==> src/rtl/clkmon_pkg.sv <==
// Shared types for the clock monitor.
// Assumes: all users are clocked by the monitored main clock.
package clkmon_pkg;

    // Arming / release state of the monitor.
    typedef enum logic [1:0] {
        ST_IDLE   = 2'd0,  // disabled or in reset: pin released
        ST_FAULT  = 2'd1,  // clock not proven good: pin low
        ST_SETTLE = 2'd2,  // good window seen, settle counter running: pin low
        ST_OK     = 2'd3   // clock good: pin high
    } mon_state_e;

endpackage

==> src/rtl/clkmon_tick_sync.sv <==
// Brings the asynchronous reference tick into the main-clock domain and
// turns each rising edge into a one-cycle pulse.
// Assumes: the tick stays high and low for at least SYNC_STAGES cycles each.
module clkmon_tick_sync #(
    parameter int SYNC_STAGES = 2
) (
    input  logic clk,
    input  logic rst_n,
    input  logic tick_async_i,
    output logic rise_pulse_o
);

    localparam int CHAIN_W = SYNC_STAGES + 1;

    logic [CHAIN_W-1:0] chain_q;

    // Shift chain: SYNC_STAGES synchroniser flops plus one edge-detect flop.
    always_ff @(posedge clk) begin
        if (!rst_n) begin
            chain_q <= '0;
        end else begin
            chain_q <= {chain_q[CHAIN_W-2:0], tick_async_i};
        end
    end

    // Rising edge seen at the output of the synchroniser.
    assign rise_pulse_o = chain_q[SYNC_STAGES-1] & ~chain_q[SYNC_STAGES];

    // each tick edge yields a single-cycle pulse.
    p_single_pulse_r3: assert property (@(posedge clk) disable iff (!rst_n)
        rise_pulse_o |=> !rise_pulse_o);

endmodule

==> src/rtl/clkmon_period_judge.sv <==
// Counts main-clock cycles between synchronised reference pulses and
// judges each completed window against MIN_EDGES.
// Assumes: MIN_EDGES >= 2; clear_i holds the judge idle.
module clkmon_period_judge #(
    parameter int MIN_EDGES = 32
) (
    input  logic clk,
    input  logic rst_n,
    input  logic clear_i,
    input  logic pulse_i,
    output logic judge_stb_o,
    output logic judge_good_o
);

    localparam int CNT_W = (MIN_EDGES > 2) ? $clog2(MIN_EDGES) : 1;
    localparam logic [CNT_W-1:0] LIMIT = CNT_W'(MIN_EDGES - 1);

    logic [CNT_W-1:0] cnt_q;
    logic             seen_q;
    logic             stb_q;
    logic             good_q;

    // Window counter, first-pulse flag and registered judgement.
    always_ff @(posedge clk) begin
        if (!rst_n || clear_i) begin
            cnt_q  <= '0;
            seen_q <= 1'b0;
            stb_q  <= 1'b0;
            good_q <= 1'b0;
        end else begin
            stb_q <= pulse_i & seen_q;
            if (pulse_i) begin
                cnt_q  <= '0;
                seen_q <= 1'b1;
                if (seen_q) begin
                    good_q <= (cnt_q >= LIMIT);
                end
            end else if (cnt_q != LIMIT) begin
                cnt_q <= cnt_q + 1'b1;
            end
        end
    end

    assign judge_stb_o  = stb_q;
    assign judge_good_o = good_q;

    // a judgement only follows a synchronised tick pulse.
    p_stb_after_pulse_r3: assert property (@(posedge clk) disable iff (!rst_n)
        judge_stb_o |-> $past(pulse_i));

    // no judgement until a first window has been opened.
    p_first_window_r4: assert property (@(posedge clk) disable iff (!rst_n)
        judge_stb_o |-> $past(seen_q));

    // clearing leaves no judgement behind.
    p_clear_quiet_r9: assert property (@(posedge clk) disable iff (!rst_n)
        clear_i |=> (!judge_stb_o && !judge_good_o));

endmodule

==> src/rtl/clkmon_settle_fsm.sv <==
// Arming state machine with the release settle counter.
// Assumes: judge_stb_i is a one-cycle strobe qualifying judge_good_i.
module clkmon_settle_fsm
    import clkmon_pkg::*;
#(
    parameter int SETTLE_W = 5
) (
    input  logic clk,
    input  logic rst_n,
    input  logic enable_i,
    input  logic judge_stb_i,
    input  logic judge_good_i,
    output logic err_active_o,
    output logic mon_active_o
);

    localparam logic [SETTLE_W-1:0] SETTLE_START = SETTLE_W'(1) << (SETTLE_W - 1);
    localparam logic [SETTLE_W-1:0] SETTLE_LAST  = '1;

    mon_state_e        state_q;
    logic [SETTLE_W-1:0] settle_q;
    logic              bad_window;

    // A completed window that was too short.
    assign bad_window = judge_stb_i & ~judge_good_i;

    // State and settle counter update.
    always_ff @(posedge clk) begin
        if (!rst_n || !enable_i) begin
            state_q  <= ST_IDLE;
            settle_q <= '0;
        end else begin
            case (state_q)
                ST_IDLE: begin
                    state_q  <= ST_FAULT;
                    settle_q <= '0;
                end
                ST_FAULT: begin
                    if (judge_stb_i && judge_good_i) begin
                        state_q  <= ST_SETTLE;
                        settle_q <= SETTLE_START;
                    end
                end
                ST_SETTLE: begin
                    if (bad_window) begin
                        state_q  <= ST_FAULT;
                        settle_q <= '0;
                    end else begin
                        settle_q <= settle_q + 1'b1;
                        if (settle_q == SETTLE_LAST) begin
                            state_q <= ST_OK;
                        end
                    end
                end
                default: begin
                    if (bad_window) begin
                        state_q <= ST_FAULT;
                    end
                end
            endcase
        end
    end

    assign err_active_o = (state_q == ST_FAULT) || (state_q == ST_SETTLE);
    assign mon_active_o = (state_q != ST_IDLE);

    // an enabled idle monitor arms on the next edge.
    p_arm_r2: assert property (@(posedge clk) disable iff (!rst_n)
        (state_q == ST_IDLE && enable_i) |=> (state_q == ST_FAULT));

    // the released state is only entered from the settle phase.
    p_release_path_r5: assert property (@(posedge clk) disable iff (!rst_n)
        (state_q == ST_OK && $past(state_q) != ST_OK) |-> ($past(state_q) == ST_SETTLE));

    // the settle counter stays in its upper half while running.
    p_settle_range_r5: assert property (@(posedge clk) disable iff (!rst_n)
        (state_q == ST_SETTLE) |-> settle_q[SETTLE_W-1]);

    // a short window while enabled always lands in the fault state.
    p_relapse_r6: assert property (@(posedge clk) disable iff (!rst_n)
        (enable_i && bad_window && state_q != ST_IDLE) |=> (state_q == ST_FAULT || !enable_i));

endmodule

==> src/rtl/clkmon_guard.sv <==
// Clock monitor top: enable bit, reference synchroniser, window judge and
// arming state machine; drives the active-low error pin and status flag.
// Assumes: clk is the clock under watch; ref_tick_i is asynchronous and slow.
module clkmon_guard #(
    parameter int MIN_EDGES   = 32,
    parameter int SYNC_STAGES = 2,
    parameter int SETTLE_W    = 5
) (
    input  logic clk,
    input  logic rst_n,
    input  logic ref_tick_i,
    input  logic en_we_i,
    input  logic en_wd_i,
    output logic err_n_o,
    output logic slow_o
);

    logic en_q;
    logic rise_pulse;
    logic judge_stb;
    logic judge_good;
    logic err_active;
    logic mon_active;

    // Enable bit: set by reset, written through the one-bit port.
    always_ff @(posedge clk) begin
        if (!rst_n) begin
            en_q <= 1'b1;
        end else if (en_we_i) begin
            en_q <= en_wd_i;
        end
    end

    clkmon_tick_sync #(
        .SYNC_STAGES (SYNC_STAGES)
    ) sync_i (
        .clk          (clk),
        .rst_n        (rst_n),
        .tick_async_i (ref_tick_i),
        .rise_pulse_o (rise_pulse)
    );

    clkmon_period_judge #(
        .MIN_EDGES (MIN_EDGES)
    ) judge_i (
        .clk          (clk),
        .rst_n        (rst_n),
        .clear_i      (~en_q),
        .pulse_i      (rise_pulse),
        .judge_stb_o  (judge_stb),
        .judge_good_o (judge_good)
    );

    clkmon_settle_fsm #(
        .SETTLE_W (SETTLE_W)
    ) fsm_i (
        .clk          (clk),
        .rst_n        (rst_n),
        .enable_i     (en_q),
        .judge_stb_i  (judge_stb),
        .judge_good_i (judge_good),
        .err_active_o (err_active),
        .mon_active_o (mon_active)
    );

    assign err_n_o = ~err_active;
    assign slow_o  = mon_active & ~judge_good;

    // reset keeps the pin released and the flag clear.
    p_reset_quiet_r1: assert property (@(posedge clk)
        !rst_n |=> (err_n_o && !slow_o));

    // a cleared enable bit releases the pin.
    p_disabled_quiet_r9: assert property (@(posedge clk) disable iff (!rst_n)
        !en_q |=> (err_n_o && !slow_o));

endmodule

==> config.mk <==
export PLATFORM = sky130hd
export DESIGN_NAME = clkmon_guard
export DESIGN_NICKNAME = d
export VERILOG_FILES = /design/src/rtl/clkmon_pkg.sv /design/src/rtl/clkmon_tick_sync.sv /design/src/rtl/clkmon_period_judge.sv /design/src/rtl/clkmon_settle_fsm.sv /design/src/rtl/clkmon_guard.sv
export SDC_FILE = /design/constraint.sdc
export NUM_CORES = 1
export LEC_CHECK = 0
export BUFFER_PORTS_ARGS = -buffer_cell sky130_fd_sc_hd__buf_4
export CORE_ASPECT_RATIO = 1.5
export CORE_MARGIN = 10
export CORE_UTILIZATION = 28
export DETAILED_ROUTE_END_ITERATION = 10
export PLACE_DENSITY = 0.52
export SLEW_MARGIN = 25
export SYNTH_ARGS = -nofsm -noshare
export SYNTH_HDL_FRONTEND = slang
export SYNTH_SLANG_ARGS = --single-unit
==> constraint.sdc <==
create_clock -name clk -period 5.4 [get_ports clk]
set_clock_uncertainty 0.1 [all_clocks]
set_input_delay 0.27 -clock clk [delete_from_list [all_inputs] [get_ports clk]]
set_output_delay 0.27 -clock clk [all_outputs]
set_load 0.03 [all_outputs]
==> summary.md <==
| Metric | Value |
|---|---|
| Post-DP Area | between 0.001 and 0.0015 mm2 |
| Hold-fix buffers, CTS | 0 |
| Fin crit period | around 1.8 ns |
| Number of global-route vias before repair | 715 |
| Hold Worst Slack | 0.103 ns |
| Mean post-synth cell area | 9.07 um2 |
| Drt initial violations | 5 |
| Fin. max-slew vios | 0 |
| DP HPWL | 1220 um |
| Cell variety after synth | 28 |
| Global route overflow | 0 |
| TritonCTS Buffers | 3 |
| IO buf count | 6 |
| Synth area leaders | dfxtp_1 42%, ha_1 12%, nor2_1 4.9%, mux2i_1 4.4%, a21oi_1 3.3% |
| DRC viols | 0 |
| CTS H-tree lvls | 1 |
| Routed vias | 697 |
| DR vias/cell | 4.68 |
| Setup slack after layout | 3.60 ns |
| Effective utilization at floorplan | 0.290 |
| Hold Path Class | primary input to register |
| WP data arrival | between 1.5 and 2 ns |
| Total Routing Usage GR | 0.0606 |
| Die height | 90.0 um |
| Worst-Margin Slew | 0.348 ns |
| Post_cts resized | 0 |
| CP Capture Type | register |
| CTS tree | yes |
| Design Area, Final | 0.00105 mm2 |
| Setup TNS | 0 ns |
| Number of max-cap violations | 0 |
| Sequential area share after synthesis | 0.415 |
| Synth Warn # | 0 |
| Share of post-route cells with drive strength above 1 | 0.110 |
| # diodes | 0 |
| VDD IR max | 0.214 mV |
| ANT nets after route | 0 |
| RSZ-0062 raised after global routing | no |
| Post-CTS Setup Bufs | 0 |
| Antenna violations before repair | 0 |
| Sink Count | 19 |
| Yosys top cell area share | 0.415 |
| Critical path fanouts, max | 4 |
| Total wire length | 1600 um |
| Most frequent cells in the layout | 19 x dfxtp_1, 12 x nor2_1, 9 x ha_1 |
| Rel. slew slack | 0.767 |
| Setup crit start kind | register |
| Post-synthesis net count | 115 |
| Layout Nets | 124 |
| Pin count of the biggest net entering global routing | 12 |
| Setup CP Type | register to register |
| Leading cell type in the layout, fill and taps excluded | dfxtp_1 |
| GP Congestion | 0.700 |
| Worst-path clk slew | 0.07 ns |
| Worst-Skew Late Latency | 0.26 ns |
| WP data required | 5.47 ns |
| Placement Setup Slack | 3.60 ns |
| Synthesized area | a little over 900 um2 |
| Pwr per Cell Area | 401 mW/mm2 |
| # setup viols final | 0 |
| WL/cell | 10.7 um |
| Synthesized netlist cell count | 101 |
| 1st-pass router iterations | 4 |
| First-pass GRT wire length | 2920 um |
| Outcome | finished, final reports clean |
| I/O pin total | 7 |
| Final hold vios | 0 |
| Die ar. | 0.00601 mm2 |
| Die width | between 60 and 70 um |
| CTS Root Cell | clkbuf_8 |
| Fmax | 0.555 GHz |
| Clock Tree Buf Depth | 2 |
| Synth Register Bits | 19 |
| Cell Rows | 25 |
| Pwr Total | 0.420 mW |
| Post-synth top area cell | dfxtp_1 |
| Leak pwr | 0.443 nW |
| Tcrit/Tclk final | 0.334 |
| Core ar. | between 0.003 and 0.004 mm2 |
| Area growth from synthesis to layout | 14.5% |
[path summary, 6_finish.rpt]
path	slack, ns	start	cells after the start	end
max	3.60	fsm_i.settle_q[0]	7	fsm_i.state_q[0]
min	0.10	rst_n	2	en_q
max reg2reg	3.60	fsm_i.settle_q[0]	7	fsm_i.state_q[0]
min reg2reg	0.34	sync_i.chain_q[0]	1	sync_i.chain_q[1]
[where the power goes]
group,switching [mW],leakage (nW),internal (mW)
Clock,0.0456,0.0228,0.0525
Combinational,0.0957,0.265,0.0635
Sequential,0.0106,0.155,0.152
[synthesized netlist by cell type, drive strengths merged]
cell type and count:
a211oi 4, a21o 2, a21oi 7, a221oi 1, a311oi 1, and2 3
and2b 1, and3 3, clkbuf 2, dfxtp 19, ha 9, inv 3
mux2i 4, nand2 8, nand3 3, nand3b 1, nand4b 1, nor2 13
nor2b 4, nor3 3, nor3b 1, o21ai 3, or2 2, xnor2 2
xor2 1
[state kept, by name, indices dropped and copies added, names as in the netlist]
register,flops
en_q,1
judge_i.judge_stb_o,1
judge_i.seen_q,1
fsm_i.settle_q,5
fsm_i.state_q,2
sync_i.chain_q,3
judge_i.cnt_q,5
judge_i.judge_good_o,1
[cell type report]
| cell class | instances | area, um2 |
|---|---|---|
| Clock buffer | 4 | 45.0 |
| Fill cell | 350 | 2110 |
| Inverter | 3 | 11.3 |
| Multi-Input combinational cell | 77 | 517 |
| Sequential cell | 19 | 380 |
| Tap cell | 40 | 50.0 |
| Timing Repair Buffer | 6 | 45.0 |
[stage by stage]
step | utilization | cells
after floorplan | - | 101
after global placement | 0.318 | 145
after detailed placement | 0.318 | 145
after CTS | 0.332 | 149
after global routing | 0.332 | 149
final | 0.332 | 149
[worst max-delay path, cell delays in order, from the launching register on]
cell      delay (ns)
dfxtp_1         0.33
ha_1            0.23
and3_1          0.19
ha_1            0.18
and2b_1         0.21
o21ai_2         0.07
a21o_1          0.18
a211oi_1        0.22
[kinds of logic (layout without fill, tap and decap cells)]
| family | Yosys count | after routing | share of synthesized area |
|---|---|---|---|
| adders and majority gates | 9 | 9 | 0.123 |
| AOI/OAI and AO/OA | 18 | 18 | 0.131 |
| buffers and inverters | 5 | 13 | 0.0205 |
| muxes | 4 | 4 | 0.0437 |
| xor gates and xnor gates | 3 | 3 | 0.0287 |
| and+or+nand+nor | 43 | 43 | 0.238 |
| DFF | 19 | 19 | 0.415 |
[layer usage]
layer / track usage / up-vias / wire length [um]
met5: 0 / - / 0
li1: - / 364 / -
met2: 0.0968 / 14 / 750
met3: 0.0199 / 5 / 79
met4: 0.0474 / 0 / 55
met1: 0.0613 / 314 / 712
(Power assumes the default switching activity.)
